==> src/rtl/cdt_pkg.sv <==
package cdt_pkg;

  typedef enum logic [1:0] {
    REG_LOAD  = 2'd0,
    REG_COUNT = 2'd1,
    REG_CTRL  = 2'd2,
    REG_CLEAR = 2'd3
  } reg_sel_e;

  localparam int unsigned CTRL_EN_BIT   = 7;
  localparam int unsigned CTRL_PER_BIT  = 6;
  localparam int unsigned CTRL_FAST_BIT = 3;

  typedef struct packed {
    logic en;
    logic periodic;
    logic fast;
  } ctrl_t;

endpackage

==> src/rtl/cdt_rst_sync.sv <==
module cdt_rst_sync #(
  parameter int unsigned STAGES = 2
) (
  input  logic clk,
  input  logic rst_n_in,
  output logic rst_n_out
);
  logic [STAGES-1:0] sync_q;

  always_ff @(posedge clk or negedge rst_n_in) begin
    if (!rst_n_in) sync_q <= '0;
    else           sync_q <= {sync_q[STAGES-2:0], 1'b1};
  end

  assign rst_n_out = sync_q[STAGES-1];
endmodule

==> src/rtl/cdt_regfile.sv <==
module cdt_regfile
  import cdt_pkg::*;
#(
  parameter int unsigned CNT_W  = 16,
  parameter int unsigned BUS_W  = 32,
  parameter int unsigned ADDR_W = 4
) (
  input  logic              clk,
  input  logic              rst_n,
  input  logic              bus_wr,
  input  logic [ADDR_W-1:0] bus_addr,
  input  logic [BUS_W-1:0]  bus_wdata,
  output ctrl_t             ctrl_q,
  output logic [CNT_W-1:0]  load_q,
  output logic              load_wr,
  output logic              clear_wr
);
  reg_sel_e          sel;
  logic              ctrl_wr;
  ctrl_t             ctrl_d;
  logic [CNT_W-1:0]  load_d;

  assign sel = reg_sel_e'(bus_addr[3:2]);

  always_comb begin
    ctrl_wr  = bus_wr && (sel == REG_CTRL);
    load_wr  = bus_wr && (sel == REG_LOAD);
    clear_wr = bus_wr && (sel == REG_CLEAR);
    ctrl_d   = ctrl_q;
    load_d   = load_q;
    if (ctrl_wr) begin
      ctrl_d.en       = bus_wdata[CTRL_EN_BIT];
      ctrl_d.periodic = bus_wdata[CTRL_PER_BIT];
      ctrl_d.fast     = bus_wdata[CTRL_FAST_BIT];
    end
    if (load_wr) load_d = bus_wdata[CNT_W-1:0];
  end

  always_ff @(posedge clk or negedge rst_n) begin
    if (!rst_n)       ctrl_q <= '0;
    else if (ctrl_wr) ctrl_q <= ctrl_d;
  end

  always_ff @(posedge clk or negedge rst_n) begin
    if (!rst_n)       load_q <= '0;
    else if (load_wr) load_q <= load_d;
  end
endmodule

==> src/rtl/cdt_counter.sv <==
module cdt_counter
  import cdt_pkg::*;
#(
  parameter int unsigned CNT_W = 16
) (
  input  logic             clk,
  input  logic             rst_n,
  input  ctrl_t            ctrl_q,
  input  logic             tick_slow,
  input  logic             tick_fast,
  input  logic [CNT_W-1:0] load_q,
  input  logic             load_wr,
  input  logic [CNT_W-1:0] load_data,
  output logic [CNT_W-1:0] cnt_q,
  output logic             underflow
);
  logic             tick_sel;
  logic             at_zero;
  logic             cnt_en;
  logic [CNT_W-1:0] cnt_d;
  logic [CNT_W-1:0] wrap_val;

  always_comb begin
    tick_sel  = ctrl_q.en && (ctrl_q.fast ? tick_fast : tick_slow);
    at_zero   = (cnt_q == '0);
    underflow = tick_sel && at_zero;
    wrap_val  = ctrl_q.periodic ? load_q : {CNT_W{1'b1}};
    cnt_en    = tick_sel || (load_wr && !ctrl_q.en);
    cnt_d     = cnt_q;
    if (tick_sel)                  cnt_d = at_zero ? wrap_val : cnt_q - 1'b1;
    else if (load_wr && !ctrl_q.en) cnt_d = load_data;
  end

  always_ff @(posedge clk or negedge rst_n) begin
    if (!rst_n)      cnt_q <= '0;
    else if (cnt_en) cnt_q <= cnt_d;
  end
endmodule

==> src/rtl/cdt_irq.sv <==
module cdt_irq (
  input  logic clk,
  input  logic rst_n,
  input  logic underflow,
  input  logic clear_wr,
  output logic irq_q
);
  logic irq_d;
  logic irq_en;

  always_comb begin
    irq_en = underflow || clear_wr;
    irq_d  = underflow;
  end

  always_ff @(posedge clk or negedge rst_n) begin
    if (!rst_n)      irq_q <= 1'b0;
    else if (irq_en) irq_q <= irq_d;
  end
endmodule

==> src/rtl/cdtimer.sv <==
module cdtimer
  import cdt_pkg::*;
#(
  parameter int unsigned CNT_W  = 16,
  parameter int unsigned BUS_W  = 32,
  parameter int unsigned ADDR_W = 4
) (
  input  logic              clk,
  input  logic              rst_n,
  input  logic              tick_slow,
  input  logic              tick_fast,
  input  logic              bus_wr,
  input  logic [ADDR_W-1:0] bus_addr,
  input  logic [BUS_W-1:0]  bus_wdata,
  output logic [BUS_W-1:0]  bus_rdata,
  output logic              irq
);
  localparam int unsigned PAD_W = BUS_W - CNT_W;

  logic             rst_core_n;
  ctrl_t            ctrl_q;
  logic [CNT_W-1:0] load_q;
  logic [CNT_W-1:0] cnt_q;
  logic             load_wr;
  logic             clear_wr;
  logic             underflow;
  logic [BUS_W-1:0] load_rd;
  logic [BUS_W-1:0] cnt_rd;
  logic [BUS_W-1:0] ctrl_rd;
  logic             unused_bits;

  assign unused_bits = ^{bus_addr[1:0], bus_wdata};

  cdt_rst_sync #(.STAGES(2)) u_rst (
    .clk       (clk),
    .rst_n_in  (rst_n),
    .rst_n_out (rst_core_n)
  );

  cdt_regfile #(.CNT_W(CNT_W), .BUS_W(BUS_W), .ADDR_W(ADDR_W)) u_regs (
    .clk       (clk),
    .rst_n     (rst_core_n),
    .bus_wr    (bus_wr),
    .bus_addr  (bus_addr),
    .bus_wdata (bus_wdata),
    .ctrl_q    (ctrl_q),
    .load_q    (load_q),
    .load_wr   (load_wr),
    .clear_wr  (clear_wr)
  );

  cdt_counter #(.CNT_W(CNT_W)) u_cnt (
    .clk       (clk),
    .rst_n     (rst_core_n),
    .ctrl_q    (ctrl_q),
    .tick_slow (tick_slow),
    .tick_fast (tick_fast),
    .load_q    (load_q),
    .load_wr   (load_wr),
    .load_data (bus_wdata[CNT_W-1:0]),
    .cnt_q     (cnt_q),
    .underflow (underflow)
  );

  cdt_irq u_irq (
    .clk       (clk),
    .rst_n     (rst_core_n),
    .underflow (underflow),
    .clear_wr  (clear_wr),
    .irq_q     (irq)
  );

  generate
    if (PAD_W > 0) begin : g_pad
      assign load_rd = {{PAD_W{1'b0}}, load_q};
      assign cnt_rd  = {{PAD_W{1'b0}}, cnt_q};
    end else begin : g_full
      assign load_rd = load_q;
      assign cnt_rd  = cnt_q;
    end
  endgenerate

  always_comb begin
    ctrl_rd                = '0;
    ctrl_rd[CTRL_EN_BIT]   = ctrl_q.en;
    ctrl_rd[CTRL_PER_BIT]  = ctrl_q.periodic;
    ctrl_rd[CTRL_FAST_BIT] = ctrl_q.fast;
    unique case (reg_sel_e'(bus_addr[3:2]))
      REG_LOAD:  bus_rdata = load_rd;
      REG_COUNT: bus_rdata = cnt_rd;
      REG_CTRL:  bus_rdata = ctrl_rd;
      default:   bus_rdata = '0;
    endcase
  end
endmodule

==> config.mk <==
export PLATFORM = sky130hd
export DESIGN_NAME = cdtimer
export DESIGN_NICKNAME = d
export VERILOG_FILES = /design/src/rtl/cdt_pkg.sv /design/src/rtl/cdt_rst_sync.sv /design/src/rtl/cdt_regfile.sv /design/src/rtl/cdt_counter.sv /design/src/rtl/cdt_irq.sv /design/src/rtl/cdtimer.sv
export SDC_FILE = /design/constraint.sdc
export NUM_CORES = 1
export LEC_CHECK = 0
export BUFFER_PORTS_ARGS = -buffer_cell sky130_fd_sc_hd__buf_2
export CAP_MARGIN = 20
export CORE_MARGIN = 5
export CORE_UTILIZATION = 53
export DETAILED_ROUTE_END_ITERATION = 7
export HOLD_SLACK_MARGIN = 0.03
export PLACE_DENSITY = 0.89
export SLEW_MARGIN = 25
export SYNTH_ARGS = -nofsm -noshare
export SYNTH_HDL_FRONTEND = slang
export SYNTH_HIERARCHICAL = 1
export SYNTH_SLANG_ARGS = --single-unit
==> constraint.sdc <==
create_clock -name clk -period 1.4 [get_ports clk]
set_input_delay 0.14 -clock clk [delete_from_list [all_inputs] [get_ports clk]]
set_output_delay 0.14 -clock clk [all_outputs]
set_load 0.005 [all_outputs]
; Word level (Yosys, flattened, before mapping)
; Cells that the tools add are included.
[word_totals]
ff_bits = 38
inputBits = 41
output_inout_bits = 33
[op_classes]
addsub = 1
n_eq_ne = 3
mux = 6
n_reduce_logical = 13
[ops]
columns = operator, count
row1 = $mux W16, 4
row2 = $pmux W16 S3, 1
row3 = $logic_not A16 Y1, 1
row4 = $sub A16 B1 Y16 const B, 1
row5 = $logic_and A1 B1 Y1, 6
row6 = $eq A2 B2 Y1 const B, 2
row7 = $eq A2 B1 Y1 const B, 1
row8 = $logic_not A2 Y1, 1
row9 = $logic_or A1 B1 Y1, 2
row10 = $reduce_and A2 Y1, 1
row11 = $reduce_bool A2 Y1, 1
row12 = $logic_not A1 Y1, 1
row13 = $mux W1, 1

; Longest topological paths before layout
[logic_depth]
depth_word = 5
depth_mapped = 7
ltp_nobuf = 7

; By module
; Netlist, hierarchy kept.
[modules_own_cells]
columns = module, n_inst, cells_per_inst, area_each_um2, seq_area_each_um2
row1 = cdt_counter, 1, 153, 1346.3, 400.4
row2 = cdt_regfile, 1, 42, 777.0, 475.5
row3 = cdtimer, 1, 54, 409.1, 0.0
row4 = cdt_rst_sync, 1, 3, 53.8, 50.0
row5 = cdt_irq, 1, 3, 36.3, 25.0

; Worst setup path before layout
; No wires, ideal clock.
[synth_path]
path_kind = flip-flop to flip-flop
from = reg u_cnt.cnt_q[11]
to = reg u_cnt.cnt_q[0]
setup_ns = 0.130
arrival_ns = 1.707
setup_slack_ns = -0.437
stages_incl_launch_ff = 6
path_buffers = 0
period_less_slack_ns = 1.837
cell_sequence = dfrtp_1 -> nor4_4 -> nand4_4 -> or3_1 -> o21ai_2 -> a21oi_2
[synth_between]
elab_chain_len = 3
[synth_rtl]
columns = item, line
row1 = start: declaration, cdt_counter.sv:14  ; output logic [CNT_W-1:0] cnt_q,
row2 = start signal: assignment, cdt_counter.sv:36  ; else if (cnt_en) cnt_q <= cnt_d;
row3 = $logic_not A16 Y1, cdt_counter.sv:25  ; at_zero = (cnt_q == '0);
row4 = $mux W16 (2 in series), cdt_counter.sv:30  ; if (tick_sel) cnt_d = at_zero ? wrap_val : cnt_q - 1'b1;
; No other way between the ends.
; A chain may end at the register's enable or synchronous reset.

; Final worst setup path
[layout_path]
from = reg u_cnt.cnt_q[9]
to = reg u_cnt.cnt_q[10]
[layout_between]
elab_chain_len = 3
word_cells_on_any_way = 4
classes_between = add/sub (1) / mux (2) / reduce/logical (1)
[layout_rtl]
columns = item, line
row1 = $sub A16 B1 Y16 or $logic_not A16 Y1 (tied branches), "cdt_counter.sv:30, cdt_counter.sv:25"
row2 = $mux W16 * (2 in series), cdt_counter.sv:30
; Mark *: on every way between the ends. The rest lies on a longest branch, timed or not.

==> metrics.cfg <==
[global_routing]
grt-ovfl-total=0
grt.total_usage_pct=25.5
grt_max_degree=37
antenna_found_initial=0
grt_pass1_wl_mm=12.6
grt_pass1_vias=2568

[logic_synthesis]
synthArstFlopShare_pct=100
syn_area_mm2=0.00262
yosysUniqueCellTypes=57
ys_ff_latch=38
syn_avg_cell_area_um2=10.3
netlist.area_leader.share_pct=36.3
syn_inst=255
synthFlopType=dfrtp_1
ys_top_cells_by_area=dfrtp_1 (36%), mux2i_1 (7.6%), mux2_4 (5.2%)
synth_edf_count=0
synth_top_cell_by_area=dfrtp_1
yosysSeqAreaShare_pct=36.3
yosys_warnings=6

[sta]
setup_ws_ns=-0.444
setup_viol_count_final=20
tns_ns=-5.76
final_max_slew_viol_count=0
post-route-period-util_pct=132
max-slew-margin-rel_pct=67.0
rsz0062_at_grt=yes
skew_ns=0.0106
max_freq_ghz=0.542
tightest_slew_ns=0.491
fin_crit_ns=1.84
hold_viol_final=0
whs_ns=0.0849

[die]
io_pins=74
core_mm2=0.00475
initial_utilization_pct=55.2
die_height_um=80.3
fp.dieArea_mm2=0.00646
num_rows=25
die_w_um=80.3

[placed_design]
placed_area_mm2=0.00320
globalplace.congestion=0.917
io_buffers=39
hpwl_mm=5.34

[power]
vdd_drop_max_uv=927
cellLeakagePower_nw=1.64
power.density_mw_per_mm2=1600

[drt]
drt_first_pass_iters=5
drtAntennaViolNets=0
drt-initial-drc-count=275
drc=0
routed_wirelength_mm=8.48
avgRoutedWirePerCell_um=20.0
vias_per_cell=6.03
num_vias=2562

[clock_tree]
clkSinkCount=38
cts_tree=built
cts_buffers=5
cts.path.max_buffers=2
clock_latency_ns=0.30
clk_pin_slew_ns=0.07
cts_max_level=2
ctsRootBufferMaster=clkbuf_8

[worst_setup_path]
setup.worst_path.end_class=flip-flop
reg2reg_to=u_cnt/cnt_q[10]$_DFFE_PN0P_
r2r_slack_ns=-0.44
path_class=reg2reg
cp_max_fo=6
cp.required_ns=1.57
worstSetupStartpoint=u_cnt/cnt_q[9]$_DFFE_PN0P_
arrival_ns=2.01
start_kind=flip-flop
ff2ff_path_depth=5
r2r_start=u_cnt/cnt_q[9]$_DFFE_PN0P_

[finish]
layout.nets=400
post-route-cell-area_mm2=0.00361
drive_above_1_share_pct=50.6
num_antenna_cells=0
seq_area_um2=957
fillers=309
synthToLayoutAreaGrowth_pct=37.7
multi_input_area_mm2=0.00170

[worst_hold_path]
min_from=bus_wdata[12]
min_path_cells=3
hold_class=in2reg
worst_hold_path.endpoint=u_cnt/cnt_q[12]$_DFFE_PN0P_

[job]
cap_violations=0

[outcome]
status=finished with violations
violations=negative setup slack

critical path: stages (launching register included):
cell and delay (ns):
dfrtp_1 0.38, or4_4 0.63, nor2_4 0.22, nand4_4 0.17
o221ai_1 0.21, o21ai_1 0.11
worst max path at each step:
| stage | to | slack, ns | depth (start not counted) |
|---|---|---|---|
| detailed placement | u_cnt/cnt_q[9]$_DFFE_PN0P_ | -0.41 | 6 |
| global placement | u_cnt/cnt_q[8]$_DFFE_PN0P_ | -0.35 | 6 |
| CTS | u_cnt/cnt_q[14]$_DFFE_PN0P_ | -0.39 | 6 |
| floorplan | u_cnt/cnt_q[0]$_DFFE_PN0P_ | -0.37 | 5 |
| global route | u_cnt/cnt_q[10]$_DFFE_PN0P_ | -0.46 | 5 |
| finish | u_cnt/cnt_q[10]$_DFFE_PN0P_ | -0.44 | 5 |
synth_stat cells, drive strengths merged (4+ instances only):
cell type and count:
nor2b 4, xnor2 6, buf 25, nor2 23, nand3 5, o21ai 16, mux2 20, or3 6
o22ai 6, nand2b 4, a21oi 10, a31oi 4, inv 4, nand2 10, mux2i 20, nor4 7
dfrtp 38, nand4 4, o31ai 4
routing by layer:
| layer | vias to the layer above | global-route usage [%] | share of wire [%] |
|---|---|---|---|
| met3 | 40 | 5.38 | 8.4 |
| met1 | 1229 | 30.2 | 37 |
| li1 | 1116 | - | - |
| met2 | 177 | 43.5 | 50 |
| met4 | 0 | 12.5 | 4.3 |
| met5 | - | 0 | 0 |
stage by stage:
| stage | util (%) | power, mW | setup slack (ns) | cells |
|---|---|---|---|---|
| floorplan | - | 3.11 | -0.374 | 270 |
| global placement | 67.3 | 4.04 | -0.346 | 407 |
| detailed placement | 67.3 | 4.17 | -0.414 | 407 |
| CTS | 73.4 | 5.37 | -0.391 | 422 |
| global route | 75.9 | 6.04 | -0.464 | 425 |
| finish | 75.9 | 5.77 | -0.444 | 425 |
power by group:
part,internal [mW],switching (mW)
clock network,0.402,0.403
logic,1.62,1.57
registers,1.42,0.364
area by class of cell:
| type | count | area share, % |
|---|---|---|
| multi-input cells | 202 | 47.2 |
| clock buffers | 8 | 2.49 |
| well taps | 67 | 2.32 |
| flip-flops and latches | 38 | 26.5 |
| inverters | 4 | 0.416 |
| repair buffers | 106 | 21.1 |
cell families (layout without fill, tap and decap cells):
logic type / after synthesis / after routing / share of synthesized area (%)
AO/OA/AOI/OAI: 56 / 56 / 14.0
XOR/XNOR: 7 / 7 / 2.34
adder cells (fa/ha/maj): 2 / 2 / 0.954
buffers and inverters: 31 / 118 / 8.87
flip-flops: 38 / 38 / 36.3
multiplexers: 40 / 40 / 17.5
other: 2 / 17 / 0.286
AND/OR/NAND/NOR: 79 / 80 / 19.8
placed cells by master, fill, tap and decap left out, drive strengths merged, types with 7 or more instances in the layout:
cell      n
a21oi    10
buf     105
clkbuf    8
conb     17
dfrtp    38
mux2     20
mux2i    20
nand2    10
nor2     23
nor4      7
o21ai    16
flip-flops by register name (all words and copies together), names as in the netlist:
register	flops
u_cnt/cnt_q	16
u_irq/irq_q	1
u_regs/ctrl_q	3
u_regs/load_q	16
u_rst/sync_q	2
what timing repair did:
action | in CTS | in global routing
gates resized for setup | 33 | 26
endpoints found under the setup margin | 20 | 25
setup buffers | 5 | 4
hold buffers | 1 | 0
gates cloned | 1 | 0
endpoints found under the hold margin | 2 | 0
pin swaps | 14 | 12
Note: power is estimated with default switching activity, not from simulation.
